`src/rtl/ecc_rd_pkg.sv`:
```
`timescale 1ns/1ps
package ecc_rd_pkg;

    // Data width of one protected granule.
    localparam int DATA_W = 64;

    // Smallest number of Hamming check bits covering DATA_W data bits.
    function automatic int calc_par_w(input int dw);
        int p;
        p = 1;
        while ((1 << p) < dw + p + 1) p++;
        return p;
    endfunction

    localparam int PAR_W = calc_par_w(DATA_W);   // Hamming check bits
    localparam int POS_N = DATA_W + PAR_W;       // highest Hamming index
    localparam int CW_W  = POS_N + 1;            // index 0 holds overall parity
    localparam int SYN_W = PAR_W;

    typedef logic [DATA_W-1:0] data_t;
    typedef logic [CW_W-1:0]   code_t;
    typedef logic [SYN_W-1:0]  syn_t;

    typedef enum logic [1:0] {
        ST_CLEAN  = 2'b00,
        ST_FIXED  = 2'b01,
        ST_UNCORR = 2'b10
    } rd_status_e;

    typedef enum logic [1:0] {
        K_NONE   = 2'b00,
        K_SINGLE = 2'b01,
        K_MULTI  = 2'b10
    } err_kind_e;

    typedef struct packed {
        err_kind_e kind;
        syn_t      syn;
        data_t     data;
    } chk_result_t;

    typedef enum logic [1:0] {
        FX_IDLE = 2'b00,
        FX_FLIP = 2'b01,
        FX_SEND = 2'b10
    } fix_state_e;

    function automatic logic is_pow2(input int v);
        return (v & (v - 1)) == 0;
    endfunction

    // Scatter data bits over the non-power-of-two indices.
    function automatic code_t place_data(input data_t d);
        code_t c;
        int    k;
        c = '0;
        k = 0;
        for (int pos = 1; pos <= POS_N; pos++) begin
            if (!is_pow2(pos)) begin
                c[pos] = d[k];
                k++;
            end
        end
        return c;
    endfunction

    // Gather data bits back from a codeword.
    function automatic data_t pick_data(input code_t c);
        data_t d;
        int    k;
        d = '0;
        k = 0;
        for (int pos = 1; pos <= POS_N; pos++) begin
            if (!is_pow2(pos)) begin
                d[k] = c[pos];
                k++;
            end
        end
        return d;
    endfunction

    // XOR of the indices of all set bits in the Hamming part.
    function automatic syn_t syndrome(input code_t c);
        syn_t s;
        s = '0;
        for (int pos = 1; pos <= POS_N; pos++) begin
            if (c[pos]) s = s ^ syn_t'(pos);
        end
        return s;
    endfunction

    function automatic code_t encode(input data_t d);
        code_t c;
        syn_t  s;
        c = place_data(d);
        s = syndrome(c);
        for (int i = 0; i < PAR_W; i++) begin
            c[1 << i] = s[i];
        end
        c[0] = ^c[CW_W-1:1];
        return c;
    endfunction

endpackage

```
`src/rtl/ecc_rd_enc.sv`:
```
`timescale 1ns/1ps
module ecc_rd_enc
    import ecc_rd_pkg::*;
(
    input  data_t data_i,
    output code_t code_o
);
    always_comb begin
        code_o = encode(data_i);
    end
endmodule

```
`src/rtl/ecc_rd_classify.sv`:
```
`timescale 1ns/1ps
module ecc_rd_classify
    import ecc_rd_pkg::*;
(
    input  code_t       cw_i,
    output chk_result_t res_o
);
    syn_t syn;
    logic par_odd;

    always_comb begin
        syn     = syndrome(cw_i);
        par_odd = ^cw_i;
        res_o.syn  = syn;
        res_o.data = pick_data(cw_i);
        if (!par_odd) begin
            res_o.kind = (syn == '0) ? K_NONE : K_MULTI;
        end else begin
            // Odd parity: one flip, unless the syndrome names no real index.
            res_o.kind = (syn <= syn_t'(POS_N)) ? K_SINGLE : K_MULTI;
        end
    end
endmodule

```
`src/rtl/ecc_rd_fix.sv`:
```
`timescale 1ns/1ps
module ecc_rd_fix
    import ecc_rd_pkg::*;
(
    input  logic  clk,
    input  logic  rst,
    input  logic  load_i,
    input  code_t word_i,
    input  syn_t  syn_i,
    input  logic  take_i,
    output logic  busy_o,
    output logic  send_o,
    output data_t data_o
);
    fix_state_e state_q;
    code_t      held_cw_q;
    syn_t       held_syn_q;
    data_t      fixed_q;
    code_t      flip_mask;

    // Syndrome zero with odd parity points at index 0, the parity bit.
    assign flip_mask = code_t'(1) << held_syn_q;

    always_ff @(posedge clk) begin
        if (rst) begin
            state_q    <= FX_IDLE;
            held_cw_q  <= '0;
            held_syn_q <= '0;
            fixed_q    <= '0;
        end else begin
            case (state_q)
                FX_IDLE: begin
                    if (load_i) begin
                        held_cw_q  <= word_i;
                        held_syn_q <= syn_i;
                        state_q    <= FX_FLIP;
                    end
                end
                FX_FLIP: begin
                    fixed_q <= pick_data(held_cw_q ^ flip_mask);
                    state_q <= FX_SEND;
                end
                FX_SEND: begin
                    if (take_i) state_q <= FX_IDLE;
                end
                default: state_q <= FX_IDLE;
            endcase
        end
    end

    assign busy_o = (state_q != FX_IDLE);
    assign send_o = (state_q == FX_SEND);
    assign data_o = fixed_q;
endmodule

```
`src/rtl/ecc_rd_path.sv`:
```
`timescale 1ns/1ps
module ecc_rd_path
    import ecc_rd_pkg::*;
(
    input  logic        clk,
    input  logic        rst,
    input  logic [63:0] wr_data_i,
    output logic [71:0] wr_code_o,
    input  logic        rd_valid_i,
    output logic        rd_ready_o,
    input  logic [71:0] rd_code_i,
    output logic        out_valid_o,
    input  logic        out_ready_i,
    output logic [63:0] out_data_o,
    output logic [1:0]  out_status_o
);
    chk_result_t chk;
    logic        fix_busy;
    logic        fix_send;
    data_t       fix_data;
    logic        is_single;
    logic        load;
    rd_status_e  status;

    ecc_rd_enc u_enc (
        .data_i (wr_data_i),
        .code_o (wr_code_o)
    );

    ecc_rd_classify u_cls (
        .cw_i  (rd_code_i),
        .res_o (chk)
    );

    assign is_single = (chk.kind == K_SINGLE);
    assign load      = !fix_busy && rd_valid_i && is_single;

    ecc_rd_fix u_fix (
        .clk    (clk),
        .rst    (rst),
        .load_i (load),
        .word_i (rd_code_i),
        .syn_i  (chk.syn),
        .take_i (out_ready_i),
        .busy_o (fix_busy),
        .send_o (fix_send),
        .data_o (fix_data)
    );

    always_comb begin
        rd_ready_o  = !fix_busy && (is_single || out_ready_i);
        out_valid_o = fix_send || (!fix_busy && rd_valid_i && !is_single);
        if (fix_send) begin
            out_data_o = fix_data;
            status     = ST_FIXED;
        end else begin
            out_data_o = chk.data;
            status     = (chk.kind == K_MULTI) ? ST_UNCORR : ST_CLEAN;
        end
        out_status_o = status;
    end
endmodule

```
`config.mk`:
```
export PLATFORM = sky130hd
export DESIGN_NAME = ecc_rd_path
export DESIGN_NICKNAME = d
export VERILOG_FILES = /design/src/rtl/ecc_rd_pkg.sv /design/src/rtl/ecc_rd_enc.sv /design/src/rtl/ecc_rd_classify.sv /design/src/rtl/ecc_rd_fix.sv /design/src/rtl/ecc_rd_path.sv
export SDC_FILE = /design/constraint.sdc
export NUM_CORES = 1
export LEC_CHECK = 0
export ABC_AREA = 1
export ABC_CLOCK_PERIOD_IN_PS = 6970
export BUFFER_PORTS_ARGS = -buffer_cell sky130_fd_sc_hd__buf_2
export CORE_ASPECT_RATIO = 1.75
export CORE_MARGIN = 1
export CORE_UTILIZATION = 45
export CTS_BUF_LIST = sky130_fd_sc_hd__clkbuf_4 sky130_fd_sc_hd__clkbuf_8
export DETAILED_ROUTE_END_ITERATION = 16
export PLACE_DENSITY = 0.73
export REMOVE_ABC_BUFFERS = 1
export SYNTH_ARGS = -nofsm -noshare
export SYNTH_HDL_FRONTEND = slang
export SYNTH_HIERARCHICAL = 1
export SYNTH_SLANG_ARGS = --single-unit
```
`constraint.sdc`:
```
create_clock -name clk -period 6.97 [get_ports clk]
set_input_delay 0.697 -clock clk [delete_from_list [all_inputs] [get_ports clk]]
set_output_delay 0.697 -clock clk [all_outputs]
set_load 0.05 [all_outputs]
```
# Word level (Yosys, flattened, before mapping)

Cells that the tools add are included.

Flip-flop bits (word level): 145
Bits of input ports: 140
Output and inout port bits: 140
Word-level logic and storage cells: 997

$add $sub $neg: 62
$lt $le $gt $ge: 127
Equal/unequal tests: 6
Shift-type cells: 1
Multiplexer cells: 585
Bitwise operators: 134
Reductions and logical operators: 78

Operator list:

| kind                    | number |
|---|---|
| $mux W64                | 125 |
| $bwmux W64              | 63 |
| $mux W32                | 126 |
| $ge A32 B1 Y1 const B   | 63 |
| $lt A32 B8 Y1 const B   | 63 |
| $add A32 B2 Y32 const B | 62 |
| $demux W1 S6            | 63 |
| $mux W6                 | 63 |
| $mux W5                 | 31 |
| $not A3 Y3              | 46 |
| $not A4 Y4              | 32 |
| $mux W7                 | 15 |
| $reduce_xor A72 Y1      | 1 |
| $shl A1 B7 Y72 const A  | 1 |
| $xor A72 B72 Y72        | 1 |
| $reduce_xor A71 Y1      | 1 |
| $not A2 Y2              | 35 |
| $logic_and A1 B1 Y1     | 67 |
| $mux W1                 | 66 |
| $mux W4                 | 15 |
| $not A5 Y5              | 12 |
| $mux W3                 | 7 |
| $mux W2                 | 10 |
| $not A6 Y6              | 2 |
| 12 further kinds        | 23 |

# Longest topological paths before layout

Word-level depth: 194
Depth in mapped cells: 27
Depth with buffers taken out: 26

# Cells and area by module

The synthesis kept the hierarchy.

Modules (own cells, without submodules):

| module          | instances | cells each | area each (sq um) | seq. area each (sq um) |
|---|---|---|---|---|
| ecc_rd_fix      | 1         | 928        | 6363.6            | 2742.6 |
| ecc_rd_enc      | 1         | 763        | 3537.1            | 0.0 |
| ecc_rd_classify | 1         | 623        | 3098.0            | 0.0 |
| ecc_rd_path     | 1         | 218        | 912.1             | 0.0 |

# Worst setup path after synthesis

No wires, ideal clock.

Path type: input port to output port
From: input rd_code_i[23]
To: output out_status_o[1]
Arrival: 3065 ps
Data required time: 6273 ps
Slack: 3208 ps
Cell stages on the path: 18
Buffers on the path: 1
Path through: buf_2 > nand2_1 > inv_1 > nor2_1 > nand2_1 > nand2_1 > inv_2 > nand2_1 > nand2_1 > nand2_1 > nand2_1 > nand2_1 > nand2_1 > xnor2_1 > nor2_2 > nor2_2 > inv_1 > nor3_1

RTL lines:

| item            | RTL line          | RTL |
|---|---|---|
| start, declared | ecc_rd_path.sv:11 | `input logic [71:0] rd_code_i,` |
| end, declared   | ecc_rd_path.sv:15 | `output logic [1:0] out_status_o` |

==> results.cfg <==
[clock_network]
post_cts_resized = 0
clock_path_buffers = 2
cts_setup_buffers = 0
cts_buffers = 17
cts_sinks = 137
ctsRootBufferMaster = clkbuf_8
worstSkewPairLatency_ns = 0.49
path_clk_slew_ns = 0.08
holdBufCountCts = 0
cts_max_level = 4
cts_tree = yes

[power_and_ir_drop]
power.leakage_uw = 0.00846
swShare = 0.492
p_clk_frac = 0.210
vdd_drop_max_uv = 205
power_density_nw_per_um2 = 237
p_switching_uw = 1730
p_comb_frac = 0.510
intPower_uw = 1790
power_frac_seq = 0.280

[final_layout]
nFillCells = 3228
layout.nets = 2773
final_common_cell = nand2_1
area_delta_synth_final_pct = 7.02
multi_input_area_um2 = 8510
regArea_um2 = 2740
final_cell_area_um2 = 14900
fin_cells = 3031
antennaDiodeCount = 0
mostFrequentLayoutCells = nand2_1, inv_1, buf_2
layout-drive-gt1-share = 0.156

[yosys]
ys.flop_type = dfxtp_1
ys_types = 37
netlist_area_um2 = 13900
synth_area_per_cell_um2 = 5.49
synth_seq_cells = 137
synth-edff-count = 0
yosysSeqAreaShare = 0.197
ys_warn_count = 6
synthCells = 2532
ys_async_sr_fraction = 0

[placement]
io_buffers = 279
dp_cells = 3001
routabilityCongestion = 1.00
dpl.hpwl_um = 39000
placed_cell_area_um2 = 14500

[drt]
drtIter0Drc = 798
wl_um = 49100
dr_total_vias = 15400
first_pass_iters = 6
via_per_inst = 5.09
wire_per_inst_um = 16.2
final_antenna_net_count = 0
drcViolationCount = 0

[timing]
worstMarginPinSlew_ns = 1.00
post-route-min-period_ns = 4.12
slew_headroom = 0.331
fin_skew_ns = 0.0152
drv_slew = 0
rsz0062_at_grt = false
clock.fmax_mhz = 242
finalCritPeriodShare = 0.592
setup_violations = 0
hold_viol = 0
finalSetupTns_ns = 0

[global_routing]
grt_overflow_total = 0
grt_pass1_wl_um = 74700
grt_pass1_vias = 14200
grtUsageTotal = 0.313
grt_max_degree = 71
antenna_found_initial = 1

[outcome]
status = completed

[setup_path]
end_kind = register
crit_required_ns = 7.35
crit_type = input pin to register
slowest_delay_ns = 0.79
critPathMostFrequentCell = nand2_1
path_cells = buf_2 -> xnor2_1 -> nand2_1 -> nand2_1 -> nand2_1 -> nand2_1 -> inv_1 -> nand2_1 -> nand2_1 -> nand2_1 -> nand2_1 -> a31oi_1 -> nor2_2 -> nor2_2 -> inv_1 -> nand2_1 -> nor2b_1 -> nand2_4 -> clkinv_1 -> nor2_1 -> nor2_1
startpoint_type = input pin
critical_path_arrival_ns = 4.50
crit_fanout = 59
critPathSlowestCell = clkinv_1

[floorplan]
start_util = 0.460
dieArea_um2 = 31600
die_w_um = 135
die_h_um = 235
ios = 280
std_cell_rows = 84
coreArea_um2 = 30300

[flow_run]
maxCapViolCount = 0

[min_path]
hp-class = register to register
[worst max-delay path: cells and delay by family]
| kind | cells | cell delay [ns] |
|---|---|---|
| xor gates and xnor gates | 1 | 0.55 |
| and+or+nand+nor | 15 | 1.94 |
| AOI/OAI and AO/OA | 1 | 0.26 |
| buffers and inverters | 4 | 1.04 |
[area by class of cell]
type,count,area share
multi-input combinational,1854,0.572
clock inverter,11,0.0115
timing repair buffer,287,0.0978
tap,387,0.0325
inverter,336,0.0847
sequential,137,0.184
clock buffer,19,0.0176
[per-stage QoR]
stage	utilization	worst slack, ns	hold WS [ns]	total power [µW]
2_1_floorplan	-	1.35	0.438	2200
3_3_place_gp	0.478	2.50	0.448	2750
3_5_place_dp	0.478	2.49	0.459	2780
4_1_cts	0.492	2.86	0.470	3520
5_1_grt	0.492	2.70	0.493	3760
6_report	0.492	2.85	0.470	3520
[layer usage]
layer	GRT usage	vias up	share of wire
met3	0.0405	197	0.050
li1	-	7760	-
met5	0	-	0.00026
met2	0.589	614	0.51
met1	0.286	6860	0.34
met4	0.298	2	0.10
[sequential cells by signal, summed over array words and instances (netlist names)]
| register | flops |
|---|---|
| u_fix/held_syn_q | 7 |
| u_fix/data_o | 64 |
| u_fix/state_q | 2 |
| u_fix/held_cw_q | 64 |
[worst paths after layout]
check	from	end	slack, ns	cells after the start
min	u_fix/held_cw_q[21]$_SDFFE_PP0P_	u_fix/held_cw_q[21]$_SDFFE_PP0P_	0.47	2
max reg2reg	u_fix/state_q[0]$_SDFFE_PP0P_	u_fix/held_cw_q[5]$_SDFFE_PP0P_	4.35	8
max	rd_code_i[19]	u_fix/held_cw_q[5]$_SDFFE_PP0P_	2.85	21
min reg2reg	u_fix/held_cw_q[21]$_SDFFE_PP0P_	u_fix/held_cw_q[21]$_SDFFE_PP0P_	0.47	2
[power groups by stage]
| stage | combinational (µW) | sequential [µW] | clock, µW |
|---|---|---|---|
| 6_report | 1800 | 987 | 739 |
| 2_1_floorplan | 1220 | 980 | 0 |
| 3_3_place_gp | 1750 | 998 | 0 |
| 5_1_grt | 1980 | 1000 | 780 |
| 3_5_place_dp | 1780 | 1000 | 0 |
| 4_1_cts | 1790 | 985 | 749 |
[Yosys cell counts (28+ instances only)]
master   instances  area [µm²]
xor2_1          58         508
nor2_1         204         766
a21oi_1         58         290
o21ai_1         38         190
xnor2_1         63         552
o21ai_0        102         510
nand2_2         34         213
nand3_1        186         931
buf_2           28         140
inv_1          311        1170
dfxtp_1        137        2740
buf_4          138        1040
nand2_1       1031        3870
[cells by family (layout without fill, tap and decap cells)]
group / after synthesis / after routing / share of synthesized area
DFF: 137 / 137 / 0.197
buffers and inverters: 541 / 653 / 0.192
and+or+nand+nor: 1527 / 1527 / 0.456
AOI/OAI and AO/OA: 201 / 201 / 0.0728
xor gates and xnor gates: 126 / 126 / 0.0820
Note: power is estimated with default switching activity, not from simulation.
